### config.mk
export PLATFORM = sky130hd
export DESIGN_NAME = le_chain
export DESIGN_NICKNAME = d
export VERILOG_FILES = /design/src/rtl/le_pkg.sv /design/src/rtl/le_cfg_loader.sv /design/src/rtl/le_cell.sv /design/src/rtl/le_chain.sv
export SDC_FILE = /design/constraint.sdc
export NUM_CORES = 1
export LEC_CHECK = 0
export CAP_MARGIN = 20
export CELL_PAD_IN_SITES_DETAIL_PLACEMENT = 0
export CELL_PAD_IN_SITES_GLOBAL_PLACEMENT = 2
export CORE_MARGIN = 1
export CORE_UTILIZATION = 42
export DETAILED_ROUTE_END_ITERATION = 16
export PLACE_DENSITY = 0.86
export RECOVER_POWER = 100
export SYNTH_ARGS = -nofsm -noshare
export SYNTH_HDL_FRONTEND = slang
export SYNTH_SLANG_ARGS = --single-unit
### constraint.sdc
create_clock -name clk -period 7.1 [get_ports clk]
set_clock_uncertainty 0.05 [all_clocks]
set_input_delay 2.13 -clock clk [delete_from_list [all_inputs] [get_ports clk]]
set_output_delay 2.13 -clock clk [all_outputs]
set_load 0.02 [all_outputs]
### src/rtl/le_pkg.sv
package le_pkg;
    localparam int LUT_K  = 4;
    localparam int TBL_N  = 1 << LUT_K;
    localparam int MODE_W = 4;
    localparam int CFG_W  = TBL_N + MODE_W;

    // configuration word of one element, LSB = table bit 0
    typedef struct packed {
        logic             arith;
        logic             casc_or;
        logic             casc_en;
        logic             reg_sel;
        logic [TBL_N-1:0] tbl;
    } le_cfg_t;
endpackage

### src/rtl/le_cfg_loader.sv
module le_cfg_loader #(
    parameter int TOTAL = 80
) (
    input  logic             clk,
    input  logic             rst_n,
    input  logic             cfg_load,
    input  logic             cfg_din,
    output logic [TOTAL-1:0] cfg_bits,
    output logic             done
);
    localparam int CW = $clog2(TOTAL + 1);
    localparam logic [CW-1:0] FULL = CW'(TOTAL);

    typedef struct packed {
        logic [TOTAL-1:0] bits;
        logic [CW-1:0]    cnt;
        logic             done;
    } ld_st_t;

    ld_st_t st_d, st_q;

    always_comb begin
        st_d = st_q;
        if (cfg_load) begin
            st_d.bits = {cfg_din, st_q.bits[TOTAL-1:1]};
            st_d.cnt  = (st_q.cnt == FULL) ? FULL : st_q.cnt + 1'b1;
            st_d.done = 1'b0;
        end else begin
            st_d.done = st_q.done | (st_q.cnt == FULL);
            st_d.cnt  = '0;
        end
    end

    always_ff @(posedge clk or negedge rst_n) begin
        if (!rst_n) st_q <= '0;
        else        st_q <= st_d;
    end

    assign cfg_bits = st_q.bits;
    assign done     = st_q.done;

    AST_CFG_HOLD: assert property (@(posedge clk) disable iff (!rst_n)
        !cfg_load |=> $stable(st_q.bits));
    AST_DONE_DROP: assert property (@(posedge clk) disable iff (!rst_n)
        cfg_load |=> !st_q.done);
    AST_DONE_KEEP: assert property (@(posedge clk) disable iff (!rst_n)
        (st_q.done && !cfg_load) |=> st_q.done);
endmodule

### src/rtl/le_cell.sv
module le_cell
    import le_pkg::*;
(
    input  logic             clk,
    input  logic             rst_n,
    input  logic             cap_en,
    input  le_cfg_t          cfg,
    input  logic [LUT_K-1:0] din,
    input  logic             casc_in,
    input  logic             carry_in,
    output logic             le_o,
    output logic             casc_o,
    output logic             carry_o
);
    typedef struct packed {
        logic q;
    } cell_st_t;

    cell_st_t st_d, st_q;
    logic     lut_o, sum_o, cy_o, res;
    logic [2:0] ah;

    always_comb begin
        lut_o = cfg.tbl[din];
        ah    = {din[0], din[1], carry_in};
        sum_o = cfg.tbl[{1'b0, ah}];
        cy_o  = cfg.tbl[{1'b1, ah}];
        res   = cfg.arith ? sum_o : lut_o;
        if (cfg.casc_en) casc_o = cfg.casc_or ? (res | casc_in) : (res & casc_in);
        else             casc_o = res;
        carry_o = cfg.arith ? cy_o : carry_in;
        st_d    = st_q;
        if (cap_en) st_d.q = casc_o;
        le_o = cfg.reg_sel ? st_q.q : casc_o;
    end

    always_ff @(posedge clk or negedge rst_n) begin
        if (!rst_n) st_q <= '0;
        else        st_q <= st_d;
    end

    AST_REG_HOLD: assert property (@(posedge clk) disable iff (!rst_n)
        !cap_en |=> $stable(st_q.q));
    AST_REG_CAPTURE: assert property (@(posedge clk) disable iff (!rst_n)
        cap_en |=> (st_q.q == $past(casc_o)));
endmodule

### src/rtl/le_chain.sv
module le_chain
    import le_pkg::*;
#(
    parameter int NUM_LE = 4
) (
    input  logic                clk,
    input  logic                rst_n,
    input  logic                ce,
    input  logic                cfg_load,
    input  logic                cfg_din,
    output logic                cfg_done,
    input  logic [4*NUM_LE-1:0] data_in,
    input  logic                casc_in,
    input  logic                carry_in,
    output logic [NUM_LE-1:0]   le_out,
    output logic                casc_out,
    output logic                carry_out
);
    localparam int TOTAL = NUM_LE * CFG_W;

    logic [TOTAL-1:0]  cfg_bits;
    logic              done;
    logic [NUM_LE:0]   casc_w, carry_w;
    logic [NUM_LE-1:0] raw_out;

    le_cfg_loader #(.TOTAL(TOTAL)) u_loader (
        .clk      (clk),
        .rst_n    (rst_n),
        .cfg_load (cfg_load),
        .cfg_din  (cfg_din),
        .cfg_bits (cfg_bits),
        .done     (done)
    );

    assign casc_w[0]  = casc_in;
    assign carry_w[0] = carry_in;

    for (genvar i = 0; i < NUM_LE; i++) begin : g_le
        le_cfg_t cfg_i;
        assign cfg_i = le_cfg_t'(cfg_bits[i*CFG_W +: CFG_W]);
        le_cell u_cell (
            .clk      (clk),
            .rst_n    (rst_n),
            .cap_en   (ce & done),
            .cfg      (cfg_i),
            .din      (data_in[i*LUT_K +: LUT_K]),
            .casc_in  (casc_w[i]),
            .carry_in (carry_w[i]),
            .le_o     (raw_out[i]),
            .casc_o   (casc_w[i+1]),
            .carry_o  (carry_w[i+1])
        );
    end

    assign cfg_done  = done;
    assign le_out    = done ? raw_out : '0;
    assign casc_out  = done & casc_w[NUM_LE];
    assign carry_out = done & carry_w[NUM_LE];
endmodule

-- After elaboration in Yosys (flattened, before gate mapping)
Cells that the tools add are included.
- register bits after elaboration: 92
- output and inout port bits: 7
- logic and storage cells: 80
- add/sub/neg operators: 1
- magnitude comparators: 12
- equality and inequality tests: 1
- mux-type cells: 47
- bitwise gates (word level): 12
- operators by type and width (cell ; count):
    < comparator 4 x 5 -> 1 bit, second input constant ; 8
    two-way mux 1 bit ; 32
    binary-select mux 1 bit (select 3 bit) ; 8
    < comparator 3 x 5 -> 1 bit, second input constant ; 4
    binary-select mux 1 bit (select 4 bit) ; 4
    two-way mux 8 bit ; 1
    adder 7 x 1 -> 7 bit, second input constant ; 1
    AND 1 bit ; 7
    equality test 7 bit, second input constant ; 1
    two-way mux 7 bit ; 1
    bitwise OR 1 bit ; 5
    two-way mux 4 bit ; 1

-- Longest topological paths before layout
Gate-level depths: netlist (run 1).
- depth in word-level cells: 17
- depth in mapped cells: 10
- mapped depth without buffers: 9

-- Cells and area by module
From an unflattened synthesis (run 1), not the netlist that was laid out.
- cell total of the unflattened synthesis: 461
- area total of the unflattened synthesis: 5567.8 µm²
- modules (own cells, without submodules) (module ; instances ; cells an instance ; area an instance (µm²)):
    le_cfg_loader ; 1 ; 286 ; 3947.5
    le_cell ; 4 ; 42 ; 394.1
    le_chain ; 1 ; 7 ; 43.8

-- Worst setup path after synthesis (run 1)
OpenSTA, ideal clock, no wires.
- kind: input to output
- start: input port data_in[9]
- end: output port le_out[3]
- arrival: 4.658 ns
- data required time: 4.920 ns
- path slack: 0.262 ns
- stages: 10
- buffers on the path: 1
- cell sequence: buf_6 -> mux4_2 -> or2b_1 -> nand2_1 -> mux2i_1 -> or2_4 -> mux4_2 -> o311ai_4 -> nand3_1 -> a31oi_1
- word-level cells in the longest chain between the ends: 11
- elaborated cells between the ends (all ways): 21
- classes of those cells: 17 x mux; 4 x bitwise
- ends and longest elaborated chain (item ; RTL line ; source):
    start, declared ; le_chain.sv:12 ; input logic [4*NUM_LE-1:0] data_in,
    binary-select mux 1 bit (select 3 bit) (tied with other cells) ; le_cell.sv:27 ; cy_o = cfg.tbl[{1'b1, ah}];
    two-way mux 1 bit, on equally long branches ; le_cell.sv:27, le_cell.sv:24, le_cell.sv:26 ;
    two-way mux 1 bit, on equally long branches ; le_cell.sv:31, le_cell.sv:28 ;
    binary-select mux 1 bit (select 3 bit) (tied with other cells) ; le_cell.sv:26 ; sum_o = cfg.tbl[{1'b0, ah}];
    two-way mux 1 bit, on equally long branches ; le_cell.sv:26, le_cell.sv:29 ;
    two-way mux 1 bit, on equally long branches ; le_cell.sv:28, le_cell.sv:29 ;
    AND 1 bit / bitwise OR 1 bit (equally long branches) ; le_cell.sv:29 ; if (cfg.casc_en) casc_o = cfg.casc_or ? (res | casc_in) : (res & casc_in);
    two-way mux 1 bit ; le_cell.sv:29 ;
    two-way mux 1 bit (*) ; le_cell.sv:29 ;
    two-way mux 1 bit (*) ; le_cell.sv:34 ; le_o = cfg.reg_sel ? st_q.q : casc_o;
    two-way mux 4 bit (*) ; le_chain.sv:56 ; assign le_out = done ? raw_out : '0;
    end, declared ; le_chain.sv:15 ; output logic [NUM_LE-1:0] le_out,
Every way passes the cells marked *; elsewhere a longest branch is shown, timed or not. The select of a mux whose other input is x is not followed.

-- Worst setup path after layout (run 1)
- start: input port data_in[1]
- end: output port le_out[3]
- word-level cells in the longest chain between the ends: 17
- elaborated cells between the ends (all ways): 41
- classes of those cells: 33 x mux; 8 x bitwise
- ends and longest elaborated chain (item ; RTL line):
    binary-select mux 1 bit (select 3 bit) (tied with other cells) ; le_cell.sv:27
    two-way mux 1 bit, on equally long branches ; le_cell.sv:27, le_cell.sv:24, le_cell.sv:26
    two-way mux 1 bit, on equally long branches ; le_cell.sv:31, le_cell.sv:28
    binary-select mux 1 bit (select 3 bit) (tied with other cells) ; le_cell.sv:27
    two-way mux 1 bit, on equally long branches ; le_cell.sv:27, le_cell.sv:26, le_cell.sv:29
    two-way mux 1 bit, on equally long branches ; le_cell.sv:31, le_cell.sv:28, le_cell.sv:29
    binary-select mux 1 bit (select 3 bit) (tied with other cells) ; le_cell.sv:27
    two-way mux 1 bit, on equally long branches ; le_cell.sv:27, le_cell.sv:26, le_cell.sv:29
    two-way mux 1 bit, on equally long branches ; le_cell.sv:31, le_cell.sv:28, le_cell.sv:29
    binary-select mux 1 bit (select 3 bit) (tied with other cells) ; le_cell.sv:26
    two-way mux 1 bit, on equally long branches ; le_cell.sv:26, le_cell.sv:29
    two-way mux 1 bit, on equally long branches ; le_cell.sv:28, le_cell.sv:29
    AND 1 bit / bitwise OR 1 bit (equally long branches) ; le_cell.sv:29
    two-way mux 1 bit ; le_cell.sv:29
    two-way mux 1 bit (*) ; le_cell.sv:29
    two-way mux 1 bit (*) ; le_cell.sv:34
    two-way mux 4 bit (*) ; le_chain.sv:56
Marks and branches as above.

==> results_dict.tcl, run 1 <==
set metrics [dict create \
    synth_cell_type_count 55 \
    drc 2 \
    drive_gt1_share_pct 36.2 \
    grt_max_degree 97 \
    die_h_um 112 \
    wl_um 9560 \
    report.final.slew_viol_count 166 \
    synth-seq-cells 92 \
    die_w_um 112 \
    layout_common_cells "92 x dfrtp_1, 71 x mux2_2, 35 x nand2_1" \
    crit_arrival_ns 4.77 \
    final_common_cell "dfrtp_1" \
    grt_pass1_vias 3473 \
    synth-main-ff-cell "dfrtp_1" \
    cts_root_buf "clkbuf_16" \
    viasPerCell 5.44 \
    critPathKind "in2out" \
    worstHoldPathType "reg2reg" \
    synth_edf_count 0 \
    clk_latency_ns 0.34 \
    antenna_left 0 \
    finalNetCount 481 \
    crit_start "data_in[1]" \
    routed-via-count 3283 \
    netlist_area_mm2 0.00504 \
    gr-total-overflow 0 \
    clock_sinks 92 \
    max_slew_margin_pct -201 \
    start_util_pct 43.6 \
    setup_viol_count_final 0 \
    tightestPinTransition_ns 4.51 \
    violations "DRC, capacitance limit, slew limit" \
    num_rows 39 \
    synth_nets 428 \
    cts_buffer_depth 2 \
    syn_inst 403 \
    worst-path-max-fanout 5 \
    antenna_found_initial 0 \
    dp_slack_ns -0.851 \
    fin_crit_sh_pct 97.9 \
    p_per_area_mw_per_mm2 288 \
    cts_buffers 9 \
    grt_util_all_layers_pct 17.0 \
    gp_congestion 0.815 \
    clkTransAtPathRegs_ns 0.07 \
    dr.pass1.iters 12 \
    r2r_start "u_loader.cfg_bits[19]" \
    tritoncts "done" \
    coreArea_mm2 0.0116 \
    status "complete, but fails checks" \
    hold_viol 0 \
    period_needed_ns 6.95 \
    endpoint_kind "output port" \
    vdd_drop_max_v 0.000117 \
    required_ns 4.92 \
    wl_per_cell_um 15.8 \
    min-delay-start "u_loader.st_q[1]" \
    grt_pass1_wl_um 16900 \
    timing.rr.end "g_le[3].u_cell.st_q" \
    synth_warnings 0 \
    syn2layout_area_growth_pct 18.1 \
    layout_setup_ws_ns 0.152 \
    reg2regPathDepth 13 \
    die_area_mm2 0.0125 \
    cts.htree.levels 3 \
    antenna_cells 0 \
    maxCapViolCount 2 \
    rrSetupSlack_ns 3.86 \
    leakagePower_nw 2.73 \
    yosysSeqAreaShare_pct 45.6 \
    hpwl_um 6850 \
    ioPinCount 30 \
    ys_async_sr_fraction_pct 100 \
    avgSynthCellArea_um2 12.5 \
    fmax_mhz 144 \
    rsz0062_at_grt "false" \
    crit_path_end "le_out[3]" \
    power_mw 1.72 \
    drt_iter0_markers 137 \
    start_kind "primary input" \
    io_buffers 29 \
]
==> layer usage <==
metal / global-route usage [%] / wire [um] / vias to the layer above
met5: 0 / 0 / -
met4: 7.30 / 182 / 0
met3: 2.29 / 190 / 14
met2: 28.5 / 4720 / 36
met1: 22.2 / 4460 / 1632
li1: - / - / 1601
==> sequential cells by signal (all words and copies together), names as in the netlist <==
signal,count
g_le.u_cell.st_q,4
u_loader.done,1
u_loader.st_q,7
u_loader.cfg_bits,80
==> final cells by class <==
cell class	instances	area, um^2
Fill cell	996	5610
Clock buffer	10	239
Sequential cell	92	2300
Tap cell	143	179
Timing Repair Buffer	62	492
Clock inverter	6	87.6
Multi-Input combinational cell	274	2590
Inverter	17	63.8
==> cell families (layout without fill, tap and decap cells) <==
logic type / count (synthesis) / count (layout) / share of synthesized area (%)
compound gates: 60 / 60 / 8.81
xor+xnor: 5 / 5 / 0.868
fa+ha+maj: 2 / 2 / 0.496
buf+inv: 37 / 95 / 3.65
flops: 92 / 92 / 45.6
mux: 115 / 115 / 31.3
simple gates: 92 / 92 / 9.23
==> critical path, cell delays in order <==
cell	delay, ns
buf_2	0.14
mux2i_2	0.16
a22o_1	0.26
mux2i_4	0.25
mux2i_2	0.31
or2_4	0.17
mux4_2	0.52
o311ai_4	0.32
nand3_1	0.12
a31oi_1	0.20
buf_4	0.17
==> report_power, final <==
part           internal [mW]  leakage, nW  switching (mW)
Clock                  0.318        0.162           0.196
Combinational          0.260         1.33           0.171
Sequential             0.649         1.24           0.121
==> worst min-delay path by stage <==
| stage | end | slack (ns) | cells after the start |
|---|---|---|---|
| CTS | u_loader.st_q[1] | 0.43 | 1 |
| global route | u_loader.st_q[1] | 0.46 | 1 |
| finish | u_loader.st_q[1] | 0.43 | 1 |
| floorplan | u_loader.st_q[1] | 0.40 | 1 |
| global placement | g_le[0].u_cell.st_q | 0.42 | 2 |
| detailed placement | u_loader.st_q[1] | 0.42 | 1 |
==> cell usage after synthesis (3+ instances only) <==
library cell	count	area share, %
dfrtp_1	92	46
mux2_2	71	16
nand2_1	35	2.6
mux2i_1	18	3.6
mux4_2	18	8.0
inv_1	17	1.3
o21ai_0	16	1.6
nor2_1	14	1.0
a21oi_1	10	0.99
clkbuf_1	10	0.74
nor2b_1	8	0.99
and2_1	7	0.87
a211oi_1	6	0.89
mux4_1	6	3.1
a221oi_1	5	0.87
nand3_1	5	0.50
nand2b_1	4	0.50
nor3_1	4	0.40
xnor2_1	4	0.69
a22oi_1	3	0.45
buf_1	3	0.22
buf_6	3	0.67
o211ai_1	3	0.45
or2b_1	3	0.45
==> per-stage QoR <==
step           TNS, ns  instance area (um^2)  utilization, %  instances  hold slack, ns
5_1_grt              0                  5960            51.5        604           0.462
3_5_place_dp     -3.25                  5610            48.5        584           0.423
4_1_cts              0                  5980            51.7        604           0.432
6_report             0                  5960            51.5        604           0.433
2_1_floorplan        0                  5040               -        403           0.395
3_3_place_gp     -3.10                  5610            48.5        584           0.415
==> timing repair <==
action | in CTS | in global routing
hold buffers | 0 | 0
buffers inserted | 4 | 0
resized for setup | 46 | 7
setup endpoints to repair | 6 | 4
pin swaps | 11 | 7
(Power assumes the default switching activity.)
==> inputs of run 2 (changes only) <==
--- a/config.mk
+++ b/config.mk
@@ -5,7 +5,7 @@
 export SDC_FILE = /design/constraint.sdc
 export NUM_CORES = 1
 export LEC_CHECK = 0
-export CAP_MARGIN = 20
+export CAP_MARGIN = 30
 export CELL_PAD_IN_SITES_DETAIL_PLACEMENT = 0
 export CELL_PAD_IN_SITES_GLOBAL_PLACEMENT = 2
 export CORE_MARGIN = 1
==> run 2 against run 1 <==
Effect of this change:
- the run still ends with DRC, capacitance limit, slew limit left
- final area fell by 0.46%
- maximum frequency fell by 0.33%
- final cell count stayed put
- via count is 0.61% higher
- combinational power about the same
- largest power group unchanged
==> results_dict.tcl, run 2 (same netlist as run 1, synthesis figures left out) <==
set metrics [dict create \
    tritoncts "done" \
    cts_buffers 9 \
    endpoint_kind "output port" \
    setup_viol_count_final 0 \
    drt_iter0_markers 145 \
    report.final.slew_viol_count 145 \
    grt_max_degree 76 \
    critPathKind "in2out" \
    largest_reg_flops 80 \
    grt_pass1_wl_um 17200 \
    p_sw_mw 0.492 \
    hold_buffers 0 \
    stdcell_count 604 \
    cts_root_buf "clkbuf_16" \
    rrSetupSlack_ns 3.83 \
    power.internal_mw 1.18 \
    layout_setup_ws_ns 0.129 \
    start_util_pct 43.6 \
    clkTransAtPathRegs_ns 0.07 \
    hold_viol 0 \
    worstHoldPathType "reg2reg" \
    tightestPinTransition_ns 3.66 \
    drive_gt1_share_pct 36.4 \
    layout_common_cells "92 x dfrtp_1, 71 x mux2_2, 35 x nand2_1" \
    fmax_mhz 143 \
    io_buffers 29 \
    die_area_mm2 0.0125 \
    finalNetCount 481 \
    maxCapViolCount 2 \
    power_frac_comb_pct 25.9 \
    max_slew_margin_pct -144 \
    ioPinCount 30 \
    dp_cells 585 \
    start_kind "primary input" \
    antenna_found_initial 0 \
    vdd_drop_max_v 0.000146 \
    switching_share_pct 29.4 \
    wl_um 9670 \
    gr-total-overflow 0 \
    power_frac_seq_pct 45.9 \
    rsz0062_at_grt "false" \
    die_w_um 112 \
    coreArea_mm2 0.0116 \
    clk_latency_ns 0.34 \
    grt_util_all_layers_pct 17.2 \
    p_per_area_mw_per_mm2 282 \
    drc 2 \
    wl_per_cell_um 16.0 \
    routed-via-count 3303 \
    leakagePower_nw 2.71 \
    cts_buffer_depth 2 \
    syn2layout_area_growth_pct 17.5 \
    hpwl_um 6950 \
    viasPerCell 5.47 \
    required_ns 4.92 \
    die_h_um 112 \
    cts.htree.levels 3 \
    antenna_cells 0 \
    clkPwrFrac_pct 28.2 \
    num_rows 39 \
    grt_pass1_vias 3515 \
    violations "DRC, capacitance limit, slew limit" \
    crit_arrival_ns 4.79 \
    antenna_left 0 \
    period_needed_ns 6.97 \
    hold_ws_ns 0.436 \
    clock_sinks 92 \
    final_common_cell "dfrtp_1" \
    dp_slack_ns -0.836 \
    status "complete, but fails checks" \
    dr.pass1.iters 12 \
    fin_crit_sh_pct 98.2 \
    worst-path-max-fanout 4 \
    gp_congestion 0.815 \
]
-- run 2: path summary, 6_finish.rpt --
kind | start | to | cells past startpoint
min in group asynchronous | rst_n | u_loader.cfg_bits[5] | 1
hold / removal | u_loader.st_q[1] | u_loader.st_q[1] | 1
hold reg to reg | u_loader.st_q[1] | u_loader.st_q[1] | 1
setup reg to reg | u_loader.cfg_bits[19] | g_le[3].u_cell.st_q | 13
setup / recovery | data_in[5] | le_out[3] | 11
max in group asynchronous | rst_n | u_loader.cfg_bits[47] | 2
-- run 2: layout make-up --
| class | instances | area, um^2 |
|---|---|---|
| multi-input combinational | 274 | 2600 |
| sequential | 92 | 2300 |
| timing repair buffer | 62 | 489 |
| inverter | 17 | 63.8 |
| clock inverter | 6 | 65.1 |
| clock buffer | 10 | 229 |
| tap | 143 | 179 |
| fill | 1009 | 5640 |
-- run 2: power groups by stage --
| stage | clock (mW) | combinational (mW) | sequential, mW |
|---|---|---|---|
| floorplan | 0 | 0.322 | 0.733 |
| global placement | 0 | 0.409 | 0.771 |
| detailed placement | 0 | 0.420 | 0.779 |
| CTS | 0.489 | 0.434 | 0.770 |
| global route | 0.509 | 0.481 | 0.794 |
| finish | 0.471 | 0.434 | 0.768 |
-- run 2: metrics by stage --
step                power (mW)  utilization (%)  instance area (um^2)  TNS (ns)
floorplan                 1.05                -                  5040         0
global placement          1.18             48.5                  5610     -3.10
detailed placement        1.20             48.7                  5630     -3.20
CTS                       1.69             51.5                  5960         0
global route              1.78             51.3                  5930         0
finish                    1.67             51.3                  5930         0
-- run 2: timing repair --
item / in CTS / in global routing
setup buffers: 2 / 1
pin swaps: 9 / 4
endpoints found under the setup margin: 6 / 4
resized for setup: 44 / 9
-- run 2: critical path, cell delays in order --
cell      delay [ns]
buf_2           0.13
mux4_2          0.55
or2b_1          0.28
nand2_1         0.08
mux2i_2         0.08
or2_4           0.25
mux4_2          0.45
o311ai_4        0.32
nand3_1         0.12
a31oi_1         0.20
clkbuf_2        0.20
-- run 2: routing by layer --
layer	share of wire [%]	global-route usage, %	vias to the layer above
met2	50	29.1	34
met4	1.7	6.22	0
met1	46	22.1	1657
li1	-	-	1599
met5	0	0	-
met3	2.3	3.32	13
==> inputs of run 3 (changes only) <==
--- a/config.mk
+++ b/config.mk
@@ -13,6 +13,7 @@
 export DETAILED_ROUTE_END_ITERATION = 16
 export PLACE_DENSITY = 0.86
 export RECOVER_POWER = 100
+export SLEW_MARGIN = 20
 export SYNTH_ARGS = -nofsm -noshare
 export SYNTH_HDL_FRONTEND = slang
 export SYNTH_SLANG_ARGS = --single-unit
==> run 3 against run 2 <==
Effect of this change:
- setup slack lost 0.025 ns
- hold slack lost 0.0070 ns
- count of clock-buffer cells in the layout grew 1
- power shrank 0.86%
- die area is the same
- largest cell class unchanged
- the run still ends with DRC, capacitance limit, slew limit left
- core utilization shrank 0.16 points
- first-iteration DRC count shrank 7.6%
- sequential power is essentially flat
==> results_dict.tcl, run 3 (same netlist as run 1, synthesis figures left out) <==
set metrics [dict create \
    antenna_cells 0 \
    start_kind "primary input" \
    dp_slack_ns -0.859 \
    ioPinCount 30 \
    crit_arrival_ns 4.82 \
    worst-path-max-fanout 4 \
    fin_crit_sh_pct 98.5 \
    setup_viol_count_final 0 \
    antenna_found_initial 0 \
    start_util_pct 43.6 \
    cts_buffers 9 \
    clk_latency_ns 0.34 \
    report.final.slew_viol_count 137 \
    grt_util_all_layers_pct 17.3 \
    die_w_um 112 \
    grt_pass1_wl_um 17100 \
    drive_gt1_share_pct 35.2 \
    largest_reg_flops 80 \
    violations "DRC, capacitance limit, slew limit" \
    grt_max_degree 69 \
    period_needed_ns 7.00 \
    layout_common_cells "92 x dfrtp_1, 71 x mux2_2, 35 x nand2_1" \
    drt_iter0_markers 134 \
    die_area_mm2 0.0125 \
    viasPerCell 5.54 \
    die_h_um 112 \
    worstHoldPathType "reg2reg" \
    vdd_drop_max_v 0.000113 \
    fillers 1015 \
    max_slew_margin_pct -120 \
    coreArea_mm2 0.0116 \
    rsz0062_at_grt "false" \
    cp_num_buf_inv 2 \
    cp_common_cell "mux4_2" \
    io_buffers 29 \
    gp_congestion 0.815 \
    gr-total-overflow 0 \
    num_rows 39 \
    hold_buffers 0 \
    fmax_mhz 143 \
    path_cells "clkdlybuf4s15_2 > mux4_2 > or2b_1 > nand2_1 > mux2i_2 > or2_4 > mux4_2 > o311ai_4 > o211ai_2 > a31oi_1 > buf_4" \
    multiInputGateArea_mm2 0.00259 \
    leakagePower_nw 2.71 \
    routed-via-count 3343 \
    syn2layout_area_growth_pct 17.2 \
    wl_per_cell_um 16.0 \
    cts.htree.levels 3 \
    hpwl_um 6950 \
    hold_ws_ns 0.429 \
    clkTransAtPathRegs_ns 0.06 \
    endpoint_kind "output port" \
    p_per_area_mw_per_mm2 281 \
    wl_um 9680 \
    dr.pass1.iters 12 \
    path_delay_family "multiplexers" \
    final_common_cell "dfrtp_1" \
    tightestPinTransition_ns 3.30 \
    cpMaxStageDelayCell "mux4_2" \
    regArea_mm2 0.00230 \
    critPathMaxStageDelay_ns 0.51 \
    finalNetCount 482 \
    power_mw 1.66 \
    layout_setup_ws_ns 0.104 \
    maxCapViolCount 2 \
    clock_sinks 92 \
    tns_ns 0 \
    tritoncts "done" \
    status "complete, but fails checks" \
    cts_root_buf "clkbuf_16" \
    critPathKind "in2out" \
    grt_pass1_vias 3492 \
    antenna_left 0 \
    required_ns 4.92 \
    cts_buffer_depth 2 \
    drc 2 \
    hold_viol 0 \
]
[run 3: where the power goes]
part | switching (mW) | internal [mW] | total, mW
clock network | 0.188 | 0.268 | 0.456
logic | 0.172 | 0.260 | 0.433
registers | 0.121 | 0.649 | 0.770
total | 0.482 | 1.18 | 1.66
[run 3: final cells by class]
type,instances,area share [%]
multi-input combinational,274,43.8
sequential,92,39.0
timing repair buffer,63,8.51
clock buffer,11,3.94
tap,143,3.03
inverter,17,1.08
clock inverter,3,0.678
[run 3: path summary, 6_finish.rpt]
kind	slack, ns	endpoint	from	cells past startpoint
worst max-delay path	0.10	le_out[3]	data_in[9]	11
worst min-delay path	0.43	u_loader.st_q[1]	u_loader.st_q[1]	1
worst max register to register	3.79	g_le[3].u_cell.st_q	u_loader.cfg_bits[19]	13
worst min register to register	0.43	u_loader.st_q[1]	u_loader.st_q[1]	1
max in group asynchronous	2.71	u_loader.cfg_bits[54]	rst_n	2
min in group asynchronous	2.01	u_loader.cfg_bits[5]	rst_n	1
[run 3: stage by stage]
step	util, %	instances	area [um^2]
after floorplan	-	403	5040
after global placement	48.5	584	5610
after detailed placement	48.7	585	5630
after CTS	51.4	603	5950
after global routing	51.1	603	5910
final	51.1	603	5910
[run 3: per-layer routing]
| metal | track usage [%] | vias up | routed length, um |
|---|---|---|---|
| met5 | 0 | - | 0 |
| met4 | 4.95 | 0 | 119 |
| met3 | 3.92 | 11 | 239 |
| met2 | 29.4 | 39 | 4820 |
| met1 | 22.1 | 1692 | 4500 |
| li1 | - | 1601 | - |
[run 3: what timing repair did]
action	in CTS	in global routing
cloned	0	0
endpoints found under the setup margin	6	4
endpoints found under the hold margin	0	0
resized for setup	45	4
pin swaps	10	4
buffers inserted	4	0
